===== src/rtl/trig_cnt_pkg.sv =====
package trig_cnt_pkg;

  localparam int CNT_W   = 16;
  localparam int BUS_W   = 8;
  localparam int ADDR_W  = 8;
  localparam int CTRL_W  = 3;

  localparam logic [ADDR_W-1:0] EVT_BASE = 8'h41;
  localparam logic [ADDR_W-1:0] DLY_BASE = 8'h43;

  typedef enum logic [1:0] {
    ACT_HOLD   = 2'd0,
    ACT_INC    = 2'd1,
    ACT_LD_EVT = 2'd2,
    ACT_LD_DLY = 2'd3
  } cnt_act_e;

  function automatic cnt_act_e pick_action(input logic strobe, input logic en,
                                           input logic ld_evt, input logic ld_dly);
    cnt_act_e a;
    a = ACT_HOLD;
    if (strobe) begin
      if (ld_evt)      a = ACT_LD_EVT;
      else if (ld_dly) a = ACT_LD_DLY;
      else if (en)     a = ACT_INC;
    end
    return a;
  endfunction

endpackage


===== src/rtl/trig_preload_reg.sv =====
module trig_preload_reg #(
  parameter int DATA_W = 16,
  parameter int BUS_W  = 8,
  parameter int ADDR_W = 8,
  parameter logic [ADDR_W-1:0] BASE_ADDR = '0
) (
  input  logic              clk,
  input  logic              rst,
  input  logic              wr_en,
  input  logic [ADDR_W-1:0] wr_addr,
  input  logic [BUS_W-1:0]  wr_data,
  output logic [DATA_W-1:0] value_q
);

  localparam int LANES = DATA_W / BUS_W;
  localparam logic [ADDR_W-1:0] LANES_A = ADDR_W'(LANES);
  localparam logic [ADDR_W-1:0] TOP_LANE = ADDR_W'(LANES - 1);

  logic [ADDR_W-1:0] offs;
  logic              hit;
  logic              commit;

  assign offs   = wr_addr - BASE_ADDR;
  assign hit    = wr_en && (offs < LANES_A);
  assign commit = hit && (offs == TOP_LANE);

  generate
    if (LANES > 1) begin : g_staged
      localparam int STG_W = DATA_W - BUS_W;
      logic [STG_W-1:0] stage_q;

      for (genvar i = 0; i < LANES - 1; i++) begin : g_lane
        always_ff @(posedge clk) begin
          if (rst)
            stage_q[i*BUS_W +: BUS_W] <= '0;
          else if (hit && offs == ADDR_W'(i))
            stage_q[i*BUS_W +: BUS_W] <= wr_data;
        end
      end

      always_ff @(posedge clk) begin
        if (rst)         value_q <= '0;
        else if (commit) value_q <= {wr_data, stage_q};
      end
    end else begin : g_single
      always_ff @(posedge clk) begin
        if (rst)         value_q <= '0;
        else if (commit) value_q <= wr_data;
      end
    end
  endgenerate


  preload_stable_chk: assert property (@(posedge clk) disable iff (rst)
    !commit |=> $stable(value_q));

endmodule


===== src/rtl/trig_edge_sync.sv =====
module trig_edge_sync #(
  parameter int STAGES = 2,
  parameter int CW     = 3
) (
  input  logic          clk,
  input  logic          rst,
  input  logic          trig_in,
  input  logic [CW-1:0] ctrl_in,
  output logic          strobe,
  output logic [CW-1:0] ctrl_q
);

  logic [STAGES-1:0] trig_sh;
  logic              trig_prev;
  logic [CW-1:0]     ctrl_sh [STAGES];

  always_ff @(posedge clk) begin
    if (rst) begin
      trig_sh   <= '0;
      trig_prev <= 1'b0;
    end else begin
      trig_sh   <= {trig_sh[STAGES-2:0], trig_in};
      trig_prev <= trig_sh[STAGES-1];
    end
  end

  generate
    for (genvar s = 0; s < STAGES; s++) begin : g_ctrl
      always_ff @(posedge clk) begin
        if (rst)        ctrl_sh[s] <= '0;
        else if (s == 0) ctrl_sh[s] <= ctrl_in;
        else            ctrl_sh[s] <= ctrl_sh[(s == 0) ? 0 : s-1];
      end
    end
  endgenerate

  assign strobe = trig_sh[STAGES-1] & ~trig_prev;
  assign ctrl_q = ctrl_sh[STAGES-1];


  strobe_single_chk: assert property (@(posedge clk) disable iff (rst)
    strobe |=> !strobe);

endmodule


===== src/rtl/trig_counter_core.sv =====
module trig_counter_core
  import trig_cnt_pkg::*;
#(
  parameter int W = 16
) (
  input  logic         clk,
  input  logic         rst,
  input  logic         strobe,
  input  logic         en,
  input  logic         ld_evt,
  input  logic         ld_dly,
  input  logic [W-1:0] evt_val,
  input  logic [W-1:0] dly_val,
  output logic [W-1:0] q,
  output logic         tc
);

  localparam logic [W-1:0] ALL_ONES = '1;

  cnt_act_e act;

  assign act = pick_action(strobe, en, ld_evt, ld_dly);

  always_ff @(posedge clk) begin
    if (rst) q <= '0;
    else begin
      unique case (act)
        ACT_LD_EVT: q <= evt_val;
        ACT_LD_DLY: q <= dly_val;
        ACT_INC:    q <= q + 1'b1;
        default:    q <= q;
      endcase
    end
  end

  assign tc = (q == ALL_ONES) && en;


  hold_without_edge_chk: assert property (@(posedge clk) disable iff (rst)
    !strobe |=> $stable(q));


  increment_chk: assert property (@(posedge clk) disable iff (rst)
    (strobe && en && !ld_evt && !ld_dly) |=> q == $past(q) + 1'b1);


  load_evt_chk: assert property (@(posedge clk) disable iff (rst)
    (strobe && ld_evt) |=> q == $past(evt_val));


  wrap_chk: assert property (@(posedge clk) disable iff (rst)
    (tc && strobe && !ld_evt && !ld_dly) |=> q == '0);

endmodule


===== src/rtl/trig_event_delay_counter.sv =====
module trig_event_delay_counter
  import trig_cnt_pkg::*;
#(
  parameter int SYNC_STAGES = 2
) (
  input  logic              clk,
  input  logic              rst,
  input  logic              bus_cs_n,
  input  logic              bus_wr_n,
  input  logic [ADDR_W-1:0] bus_addr,
  input  logic [BUS_W-1:0]  bus_data,
  input  logic              trig_clk,
  input  logic              cnt_en_n,
  input  logic              load_evt,
  input  logic              load_dly,
  output logic [CNT_W-1:0]  count_q,
  output logic              count_out
);

  logic              wr_en;
  logic [CNT_W-1:0]  evt_val;
  logic [CNT_W-1:0]  dly_val;
  logic              strobe;
  logic [CTRL_W-1:0] ctrl_s;

  assign wr_en = !bus_cs_n && !bus_wr_n;

  trig_preload_reg #(
    .DATA_W(CNT_W), .BUS_W(BUS_W), .ADDR_W(ADDR_W), .BASE_ADDR(EVT_BASE)
  ) u_evt_reg (
    .clk(clk), .rst(rst), .wr_en(wr_en), .wr_addr(bus_addr),
    .wr_data(bus_data), .value_q(evt_val)
  );

  trig_preload_reg #(
    .DATA_W(CNT_W), .BUS_W(BUS_W), .ADDR_W(ADDR_W), .BASE_ADDR(DLY_BASE)
  ) u_dly_reg (
    .clk(clk), .rst(rst), .wr_en(wr_en), .wr_addr(bus_addr),
    .wr_data(bus_data), .value_q(dly_val)
  );

  trig_edge_sync #(
    .STAGES(SYNC_STAGES), .CW(CTRL_W)
  ) u_sync (
    .clk(clk), .rst(rst), .trig_in(trig_clk),
    .ctrl_in({~cnt_en_n, load_dly, load_evt}),
    .strobe(strobe), .ctrl_q(ctrl_s)
  );

  trig_counter_core #(
    .W(CNT_W)
  ) u_core (
    .clk(clk), .rst(rst), .strobe(strobe),
    .en(ctrl_s[2]), .ld_evt(ctrl_s[0]), .ld_dly(ctrl_s[1]),
    .evt_val(evt_val), .dly_val(dly_val),
    .q(count_q), .tc(count_out)
  );

endmodule


===== config.mk =====
export PLATFORM = sky130hd
export DESIGN_NAME = trig_event_delay_counter
export DESIGN_NICKNAME = d
export VERILOG_FILES = /design/src/rtl/trig_cnt_pkg.sv /design/src/rtl/trig_preload_reg.sv /design/src/rtl/trig_edge_sync.sv /design/src/rtl/trig_counter_core.sv /design/src/rtl/trig_event_delay_counter.sv
export SDC_FILE = /design/constraint.sdc
export NUM_CORES = 1
export LEC_CHECK = 0
export ABC_AREA = 0
export BUFFER_PORTS_ARGS = -buffer_cell sky130_fd_sc_hd__buf_4
export CAP_MARGIN = 25
export CORE_ASPECT_RATIO = 1.4
export CORE_MARGIN = 10
export CORE_UTILIZATION = 31
export CTS_CLUSTER_SIZE = 8
export DETAILED_ROUTE_END_ITERATION = 8
export MAX_ROUTING_LAYER = met4
export RECOVER_POWER = 50
export SYNTH_ARGS = -nofsm -noshare
export SYNTH_HDL_FRONTEND = slang
export SYNTH_SLANG_ARGS = --single-unit

===== constraint.sdc =====
create_clock -name clk -period 2.4 [get_ports clk]
set_clock_uncertainty 0.2 [all_clocks]
set_input_delay 0.48 -clock clk [delete_from_list [all_inputs] [get_ports clk]]
set_output_delay 0.48 -clock clk [all_outputs]
set_load 0.05 [all_outputs]

==> summary.txt, run 1 <==
Run status
  – Status: finished clean

Cells and area
  – Design Area, Final: 4190 sq um
  – Final #Nets: 465
  – Commonest non-fill, non-tap cell in the layout: dfxtp_1
  – Post-route core utilization: 38.3%
  – P&R area growth vs syn: 19.8%
  – Most frequent cells in the layout: dfxtp_1 (71), nand2_1 (64), mux2i_1 (49)
  – # diodes: 0
  – Layout cells sized above 1: 14.5%
  – Fillcell total: 1146

Placement
  – PortBufs: 40
  – Final HPWL DP: 6550 um
  – DP Area: 3990 sq um
  – GP Congestion: 0.824
  – Dpl ws: -1.51 ps

Timing
  – RSZ-0062 raised after global routing: false
  – Worst-Margin Slew: 900 ps
  – Slew headroom: 40.0%
  – Fin crit period: 2290 ps
  – Final setup vio count: 0
  – Fmax: 0.438 GHz
  – Fin crit share: 95.2%
  – Final Hold Vio Count: 0
  – Max-slew violation count: 0
  – PnR worst setup slack: 114 ps

Die
  – Cell Rows: 45
  – Die area: 16000 sq um
  – Initial Utilization: 32.0%
  – I/O pin cnt: 41
  – Die W: 110 um
  – Die Y: 146 um
  – Core Region: 10900 sq um

Global route
  – Largest net degree at the start of global routing: 41
  – First-pass GRT wire length: 13800 um
  – Number of global-route vias before repair: 2876
  – Total grt overflow: 0
  – GRT Resource Usage Total: 11.2%
  – Initial antenna violation count: 0

Synth
  – Post-synth EDFFs: 0
  – Leading area contributor after synthesis: dfxtp_1
  – Synthesized cell area: 3490 sq um
  – Area contributors post-synth: dfxtp_1 (42%), mux2i_1 (14%), nand2_1 (6.9%)
  – Prevailing post-synth register cell: dfxtp_1
  – Gate Count Post-Synth: 392
  – Synth warnings: 0
  – Yosys reg bits: 73
  – Yosys cell types: 51
  – Ys async rst share: 0%
  – Post-synth top area share: 41.8%
  – Sequential area share after synthesis: 41.8%
  – Synthesized area per cell: 8.91 sq um
  – Synthesized net count: 422

Power and ir drop
  – Pwr/cell area: 641 nW/um^2
  – Clock power share: 46.2%
  – Register share of total power: 46.3%
  – Peak VDD IR: 0.000321 V
  – Switching pwr: 630 uW
  – Comb pwr share: 7.5%
  – Leakage: 0.00185 uW
  – Switching Fraction: 23.5%
  – Internal Pwr Total: 2060 uW

Routing
  – Total wire length: 8680 um
  – Initial drt markers: 126
  – Drt drc: 0
  – Final ANT Viol Nets: 0
  – Avg Vias per Cell: 5.05
  – 1st-pass router iterations: 4
  – Vias: 2935
  – Wirelength per Cell: 14.9 um

Clock network
  – Clk sinks: 73
  – H-tree lvl count: 3
  – CTS buffer count: 9
  – Max Root-Sink Buffers: 2
  – Clock latency on the worst-skew pair: 330 ps
  – Clock slew at reported path FFs: 50 ps
  – CTS tree: built
  – Root buffer cell: clkbuf_16

Critical path
  – Setup CP Type: reg -> out
  – Reg2Reg Depth: 6
  – Crit path DAT: 1610 ps
  – Crit path required time: 1720 ps
  – CP Launch Type: flop
  – Max FO, Critical Path: 8
  – Endpoint class of the critical path: output port

Hold path
  – Hold crit path type: in -> reg
  – Hold path cells: 2

Flow run
  – Max-Cap Viols: 0
==> cell usage after synthesis (2+ instances only) <==
cell	number
nand2_1	64
o21ai_0	11
inv_1	13
nor3_1	13
a21oi_1	19
clkbuf_1	11
mux2i_1	49
nor2_1	33
dfxtp_1	73
o311ai_1	5
a22oi_1	2
and3_1	3
buf_2	5
nand2b_1	2
nand3_1	6
xor2_1	3
nand4b_1	2
a211oi_1	9
nor4_1	3
o21ai_2	2
buf_6	3
o311ai_0	6
nor2b_1	19
nand4_1	4
ha_1	6
==> state kept, by name, indices dropped and copies added, names as in the netlist <==
signal	count
u_evt_reg.g_staged.stage_q	8
u_evt_reg.value_q	16
u_sync.trig_sh	2
u_dly_reg.value_q	16
u_core.q	16
u_dly_reg.g_staged.stage_q	8
u_sync.trig_prev	1
u_sync.ctrl_sh	6
==> cells by family after synthesis <==
| group | after synthesis | synth area share [%] |
|---|---|---|
| and+or+nand+nor | 161 | 23.2 |
| buffers and inverters | 34 | 5.05 |
| xor gates and xnor gates | 4 | 1.00 |
| adders and majority gates | 6 | 2.15 |
| AOI/OAI and AO/OA | 64 | 12.4 |
| DFF | 73 | 41.8 |
| muxes | 50 | 14.4 |
==> power by group through the flow <==
stage          Combinational (uW)  Sequential [uW]  Clock, uW
6_report                      201             1240       1240
3_3_place_gp                  207             1270          0
5_1_grt                       219             1240       1330
2_1_floorplan                 103             1290          0
3_5_place_dp                  212             1270          0
4_1_cts                       213             1240       1270
==> routing by layer <==
metal	wire length, um	GRT usage, %	up-vias
met3	290	2.26	18
met5	0	-	-
met1	3730	11.5	1381
met4	258	5.68	0
li1	-	-	1469
met2	4400	19.4	67
==> critical path, stage by stage, from the launching register on <==
cell and delay [ps]:
dfxtp_1 450, and3_1 290, nand2_1 160, nor3_4 200, buf_6 180
==> area by class of cell <==
class	instances	area (sq um)	area share [%]
multi-input combinational	285	1860	44.5
inverter	13	48.8	1.17
tap	141	176	4.21
clock buffer	14	264	6.31
clock inverter	2	12.5	0.299
sequential	73	1470	35.0
timing repair buffer	53	355	8.49
==> final timing paths <==
kind / slack [ps] / to / from
hold reg to reg: 230 / u_sync.ctrl_sh[1][0]$_SDFF_PP0_ / u_sync.ctrl_sh[0][0]$_SDFF_PP0_
setup / recovery: 110 / count_out / u_core.q[11]$_SDFFE_PP0P_
hold / removal: 110 / u_sync.ctrl_sh[0][2]$_SDFF_PP0_ / cnt_en_n
setup reg to reg: 420 / u_core.q[6]$_SDFFE_PP0P_ / u_sync.ctrl_sh[1][2]$_SDFF_PP0_
==> metrics by stage <==
stage | power, uW | cells | hold WS (ps) | TNS [ps]
after CTS | 2730 | 581 | 95.6 | 0
after global placement | 1480 | 565 | 216 | 0
after floorplan | 1400 | 392 | 214 | 0
final | 2690 | 581 | 106 | 0
after detailed placement | 1480 | 565 | 222 | -1.51
after global routing | 2800 | 581 | 107 | 0
==> timing repair <==
action | CTS | global route
resized for setup | 0 | 3
endpoints found under the setup margin | 0 | 1
hold buffers | 0 | 0
buffers inserted | 0 | 0
(Power assumes the default switching activity.)
==> run 2, diff against run 1 <==
- PLACE_DENSITY_LB_ADDON: unset -> 0.12
==> run 2 against run 1 <==
Against the previous run:
- sequential share of layout area decreased by 0.26 points
- global-route usage increased by 0.76 points
- cell count increased by 0.69%
==> summary.txt, run 2 (synthesis gave the netlist of run 1 again) <==
Run status
  – Status: finished clean

Power and ir drop
  – Peak VDD IR: 0.000297 V (-7.5%)
  – Pwr/cell area: 641 nW/um^2 (about the same)
  – Total power: 2700 uW (+0.72%)
  – Leakage: 0.00188 uW (+1.7%)

Clock network
  – Max Root-Sink Buffers: 2 (unchanged)
  – Root buffer cell: clkbuf_16
  – CTS tree: built
  – Clock latency on the worst-skew pair: 330 ps (about the same)
  – Clock slew at reported path FFs: 60 ps (about the same)
  – CTS buffer count: 9 (unchanged)
  – Clk sinks: 73 (unchanged)
  – Post-CTS Setup Inserts: 0 (unchanged)
  – H-tree lvl count: 3 (unchanged)

Placement
  – Dpl ws: 0.570 ps (+2.08 ps)
  – PortBufs: 40 (unchanged)
  – GP Congestion: 0.774 (-6.1%)
  – Final HPWL DP: 6860 um (+4.8%)
  – DP Area: 4030 sq um (+0.94%)

Routing
  – Avg Vias per Cell: 4.94 (-2.3%)
  – Vias: 2887 (-1.6%)
  – Final ANT Viol Nets: 0 (unchanged)
  – Total wire length: 9030 um (+4.1%)
  – Initial drt markers: 108 (-14%)
  – Wirelength per Cell: 15.4 um (+3.3%)
  – Drt drc: 0 (unchanged)
  – 1st-pass router iterations: 4 (unchanged)

Critical path
  – Setup CP Type: reg -> out
  – Flop2flop setup slack: 340 ps (-80 ps)
  – Crit path required time: 1720 ps (about the same)
  – Critical Path Start: u_core.q[0]$_SDFFE_PP0P_
  – Crit path DAT: 1600 ps (about the same)
  – Reg-to-Reg Start: u_sync.ctrl_sh[1][0]$_SDFF_PP0_
  – Reg2Reg Depth: 4 (-2)
  – Worst reg2reg endpoint: u_core.q[2]$_SDFFE_PP0P_
  – Endpoint class of the critical path: output port
  – Max FO, Critical Path: 6 (-2)
  – CP Launch Type: flop

Cells and area
  – Design Area, Final: 4220 sq um (+0.75%)
  – P&R area growth vs syn: 20.7%
  – Final #Nets: 470 (+1.1%)
  – FF+latch area: 1470 sq um (unchanged)
  – Most frequent cells in the layout: dfxtp_1 (71), nand2_1 (63), mux2i_1 (49)
  – Multi-input logic area: 1870 sq um (+0.40%)
  – Commonest non-fill, non-tap cell in the layout: dfxtp_1
  – Fillcell total: 1157 (+0.96%)
  – Biggest regs: u_core.q: 16 flops, u_dly_reg.value_q: 16 flops, u_evt_reg.value_q: 16 flops
  – Layout cells sized above 1: 16.2% (+1.7 points)
  – # diodes: 0 (unchanged)

Global route
  – Met2 Use GR: 19.8% (+0.42 points)
  – Number of global-route vias before repair: 2888 (+0.42%)
  – GRT Resource Usage Total: 12.0% (+0.76 points)
  – M3 GR Usage: 2.39% (+0.13 points)
  – Total grt overflow: 0 (unchanged)
  – Most Crowded Layer GR: met2
  – First-pass GRT wire length: 14800 um (+6.7%)
  – Met1 Usage GRT: 13.4% (+1.9 points)
  – Initial antenna violation count: 0 (unchanged)
  – Largest net degree at the start of global routing: 41 (unchanged)

Timing
  – Final Hold Vio Count: 0 (unchanged)
  – RSZ-0062 raised after global routing: false
  – Fmax: 0.439 GHz (+0.23%)
  – PnR worst setup slack: 120 ps (+5.31 ps)
  – Worst-Margin Slew: 875 ps (-24.5 ps)
  – WHS: 97.7 ps (-8.35 ps)
  – Slew headroom: 41.6% (+1.6 points)
  – Fin crit share: 95.0% (-0.22 points)
  – Max-slew violation count: 0 (unchanged)
  – Total negative setup slack: 0 ps (unchanged)
  – Fin crit period: 2280 ps (-5.31 ps)
  – Final setup vio count: 0 (unchanged)

Die
  – Initial Utilization: 32.0% (unchanged)
  – Die Y: 146 um (unchanged)
  – Cell Rows: 45 (unchanged)
  – Die W: 110 um (unchanged)
  – Die area: 16000 sq um (unchanged)
  – I/O pin cnt: 41 (unchanged)
  – Core Region: 10900 sq um (unchanged)

Flow run
  – Max-Cap Viols: 0 (unchanged)

Hold path
  – Min-Delay Endpoint: u_sync.ctrl_sh[0][2]$_SDFF_PP0_
  – Worst hold start: cnt_en_n
  – Hold path cells: 2 (unchanged)
  – Hold crit path type: in -> reg
## run 2: cell types whose count changed in the layout (fill, tap and decap cells not counted), sizes merged
cell / delta
clkinvlp: -1
clkinv: +2
buf: +4
clkbuf: -1
## run 2: report_power, final
| group | internal [uW] | leakage (uW) | switching [uW] |
|---|---|---|---|
| Sequential | 1230 | 0.000592 | 14.0 |
| Clock | 773 | 0.000144 | 487 |
| Combinational | 74.5 | 0.00115 | 129 |
## run 2: through the flow
step | std cells | util, %
after CTS | 585 | 39.5
after floorplan | 392 | -
after detailed placement | 570 | 36.9
after global placement | 570 | 36.9
after global routing | 585 | 38.6
final | 585 | 38.6
## run 2: worst max-delay path, stage by stage (launching register included)
cell,delay [ps]
dfxtp_4,370
ha_2,210
nand3_1,130
nor2_2,180
nand2_2,100
nor3_4,120
buf_6,180
## run 2: how the worst max path moves through the flow
stage / end / slack, ps / cells past startpoint
5_1_grt: count_out / 7 / 6
3_5_place_dp: u_evt_reg.value_q[14]$_SDFFE_PP0P_ / 0.6 / 9
3_3_place_gp: u_evt_reg.value_q[7]$_SDFFE_PP0P_ / 70 / 9
4_1_cts: count_out / 20 / 6
6_report: count_out / 120 / 6
2_1_floorplan: count_out / 50 / 4
## run 2: area by class of cell
type / count / share of cell area (%)
inverter: 13 / 1.16
sequential: 73 / 34.8
clock inverter: 3 / 0.356
timing repair buffer: 58 / 8.87
clock buffer: 12 / 6.32
multi-input combinational: 285 / 44.3
tap: 141 / 4.18
## run 2: timing repair
item                       4_1_cts  5_1_grt
hold buffers                     0        0
setup endpoints to repair        1        1
gates resized for setup          1        3
## run 2: layer usage
layer,wire length (um),vias up
li1,-,1479
met3,337,7
met1,3950,1352
met4,102,0
met2,4640,49
met5,0,-
==> run 3, diff against run 2 <==
- SYNTH_HIERARCHICAL: unset -> 1
==> run 3 against run 2 <==
Against the previous run:
- register-to-register slack barely moved
- maximum frequency fell by 1.1%
- first-iteration DRC count rose by 70%
- critical endpoint unchanged
- synthesized cell count fell by 2.8%
- the run now ends with max-capacitance violations, max-slew violations left
- highest routed layer unchanged
- largest cell class unchanged
- global-route usage fell by 0.081 points
==> summary.txt, run 3 <==
Run status
  – Status: complete, but fails checks
  – Failing checks: max-capacitance violations, max-slew violations

Synth
  – Synthesized net count: 411 (-2.6%)
  – Prevailing post-synth register cell: dfxtp_1
  – Post-synth EDFFs: 0 (unchanged)
  – Post-synth top area share: 39.9% (-1.9 points)
  – Most common cell in the netlist: dfxtp_1
  – Top cells by count, synth: dfxtp_1 (73), nand2b_1 (67), mux2i_1 (48), nand2_1 (18), nor2b_1 (14)
  – Synthesized cell area: 3660 sq um (+4.8%)
  – Sequential area share after synthesis: 39.9% (-1.9 points)
  – Leading area contributor after synthesis: dfxtp_1
  – Synthesized area per cell: 9.61 sq um (+7.9%)
  – Ys async rst share: 0% (unchanged)
  – Gate Count Post-Synth: 381 (-2.8%)
  – Synth warnings: 6 (+6)
  – Yosys reg bits: 73 (unchanged)
  – Area contributors post-synth: dfxtp_1 (40%), mux2i_1 (13%), nand2b_1 (11%)
  – Yosys cell types: 57 (+12%)

Power and ir drop
  – Comb pwr share: 5.5% (-2.0 points)
  – Switching Fraction: 21.1% (-2.2 points)
  – Peak VDD IR: 0.000327 V (+10%)
  – Clock power share: 52.9% (+6.3 points)
  – Internal Pwr Total: 2340 uW (+13%)
  – Register share of total power: 41.6% (-4.3 points)
  – Leakage: 0.00163 uW (-13%)
  – Switching pwr: 625 uW (-0.91%)
  – Pwr/cell area: 662 nW/um^2 (+3.3%)

Die
  – Die Y: 149 um (+2.1%)
  – Core Region: 11500 sq um (+4.9%)
  – Die area: 16600 sq um (+4.1%)
  – Initial Utilization: 32.0% (about the same)
  – Cell Rows: 46 (+2.2%)
  – I/O pin cnt: 41 (unchanged)
  – Die W: 112 um (+2.0%)

Critical path
  – Setup CP Type: reg -> out
  – Max FO, Critical Path: 7 (+1)
  – CP Launch Type: flop
  – Endpoint class of the critical path: output port
  – Crit path required time: 1720 ps (about the same)
  – Crit path DAT: 1630 ps (+30 ps)

Clock network
  – Max Root-Sink Buffers: 2 (unchanged)
  – Root buffer cell: clkbuf_16
  – Post-CTS Setup Inserts: 0 (unchanged)
  – Post-CTS sizing: 4 (+3)
  – CTS tree: built
  – Clock latency on the worst-skew pair: 340 ps (about the same)
  – Clk sinks: 73 (unchanged)
  – H-tree lvl count: 3 (unchanged)
  – Hold buffer count at CTS: 0 (unchanged)
  – CTS buffer count: 9 (unchanged)
  – Clock slew at reported path FFs: 60 ps (about the same)

Timing
  – Fmax: 0.434 GHz (-1.1%)
  – PnR worst setup slack: 93.8 ps (-25.9 ps)
  – Worst-Margin Slew: 1550 ps (+672 ps)
  – Total negative setup slack: 0 ps (unchanged)
  – Final setup vio count: 0 (unchanged)
  – Max-slew violation count: 99 (+99)
  – Slew headroom: -3.18% (-45 points)
  – Fin crit period: 2310 ps (+25.9 ps)
  – Final Hold Vio Count: 0 (unchanged)
  – Fin crit share: 96.1% (+1.1 points)
  – RSZ-0062 raised after global routing: false

Cells and area
  – Most frequent cells in the layout: dfxtp_1 (69), nand2b_1 (67), mux2i_1 (48)
  – FF+latch area: 1470 sq um (+0.34%)
  – Biggest regs: u_core/q: 16 flops, u_dly_reg/value_q: 16 flops, u_evt_reg/value_q: 16 flops
  – P&R area growth vs syn: 22.1%
  – Fillcell total: 1160 (+0.26%)
  – Multi-input logic area: 2090 sq um (+12%)
  – Layout cells sized above 1: 17.2% (+0.95 points)
  – # diodes: 0 (unchanged)
  – Final #Nets: 456 (-3.0%)
  – Commonest non-fill, non-tap cell in the layout: dfxtp_1

Routing
  – Wirelength per Cell: 16.8 um (+9.0%)
  – Drt drc: 0 (unchanged)
  – Avg Vias per Cell: 5.05 (+2.2%)
  – 1st-pass router iterations: 5 (+1)
  – Final ANT Viol Nets: 0 (unchanged)
  – Initial drt markers: 184 (+70%)
  – Total wire length: 9670 um (+7.1%)
  – Vias: 2901 (+0.48%)

Global route
  – Initial antenna violation count: 0 (unchanged)
  – GRT Resource Usage Total: 11.9% (-0.081 points)
  – Total grt overflow: 0 (unchanged)
  – Largest net degree at the start of global routing: 99 (+140%)
  – Number of global-route vias before repair: 2903 (+0.52%)
  – First-pass GRT wire length: 15500 um (+5.1%)

Placement
  – GP Congestion: 0.821 (+6.1%)
  – Dpl ws: 214 ps (+213 ps)
  – PortBufs: 40 (unchanged)
  – Final HPWL DP: 7050 um (+2.8%)

Hold path
  – Hold crit path type: in -> reg

Flow run
  – Max-Cap Viols: 1 (+1)
## run 3: changes by cell type after synthesis, moves of 4 or more
cell      before  now
nand2b_1       2   67
nand2_1       64   18
nor2_1        33   13
a21oi_1       19   10
inv_1         13    6
o21ai_1        0    7
o311ai_0       6    0
a211oi_1       9    4
a31o_1         0    5
nor2b_1       19   14
a222oi_1       0    4
a31oi_1        0    4
nor3_1        13    9
o311ai_1       5    1
## run 3: layer usage
layer | up-vias | global-route usage, % | share of wire [%]
met5 | - | - | 0
met2 | 68 | 18.4 | 47
met1 | 1345 | 14.4 | 47
li1 | 1470 | - | -
met4 | 0 | 5.86 | 2.1
met3 | 18 | 2.33 | 3.5
## run 3: stage by stage
step	cell area, sq um	total power (uW)	hold WS [ps]	instances	util [%]
floorplan	3680	1360	214	381	-
global placement	4160	1420	217	559	36.3
detailed placement	4160	1430	223	559	36.3
CTS	4520	3000	140	575	39.5
global route	4470	3060	170	575	39.0
finish	4470	2960	148	575	39.0
## run 3: cell families after synthesis
kind of cell             synth area share (%)
adder cells (fa/ha/maj)                  2.05
AO/OA/AOI/OAI                            12.4
buffers and inverters                    4.10
multiplexers                             13.1
AND/OR/NAND/NOR                          27.5
XOR/XNOR                                0.957
flip-flops                               39.9
## run 3: area by class of cell
type	count	share of cell area, %
Inverter	6	0.504
Timing Repair Buffer	55	8.20
Clock inverter	5	2.29
Tap cell	144	4.03
Multi-Input combinational cell	281	46.6
Sequential cell	73	32.9
Clock buffer	11	5.43
## run 3: critical path, cell delays in order, from the launching register on
cell,delay (ps)
dfxtp_4,390
ha_4,160
nand3_2,120
nor2_1,140
nand4_1,160
nor3_4,150
buf_6,180
## run 3: power groups by stage
stage | combinational (uW) | clock [uW] | sequential, uW
floorplan | 90.3 | 0 | 1260
detailed placement | 166 | 0 | 1260
CTS | 167 | 1610 | 1230
finish | 163 | 1570 | 1230
global placement | 165 | 0 | 1260
global route | 180 | 1650 | 1230
## run 3: final timing paths
kind	startpoint	end	slack (ps)	depth (start not counted)
max reg2reg	u_sync/ctrl_sh[1][1]$_SDFF_PP0_	u_core/q[9]$_SDFFE_PP0P_	330	5
min	trig_clk	u_sync/trig_sh[0]$_SDFF_PP0_	150	2
max	u_core/q[0]$_SDFFE_PP0P_	count_out	90	6
min reg2reg	u_sync/ctrl_sh[0][1]$_SDFF_PP0_	u_sync/ctrl_sh[1][1]$_SDFF_PP0_	240	1
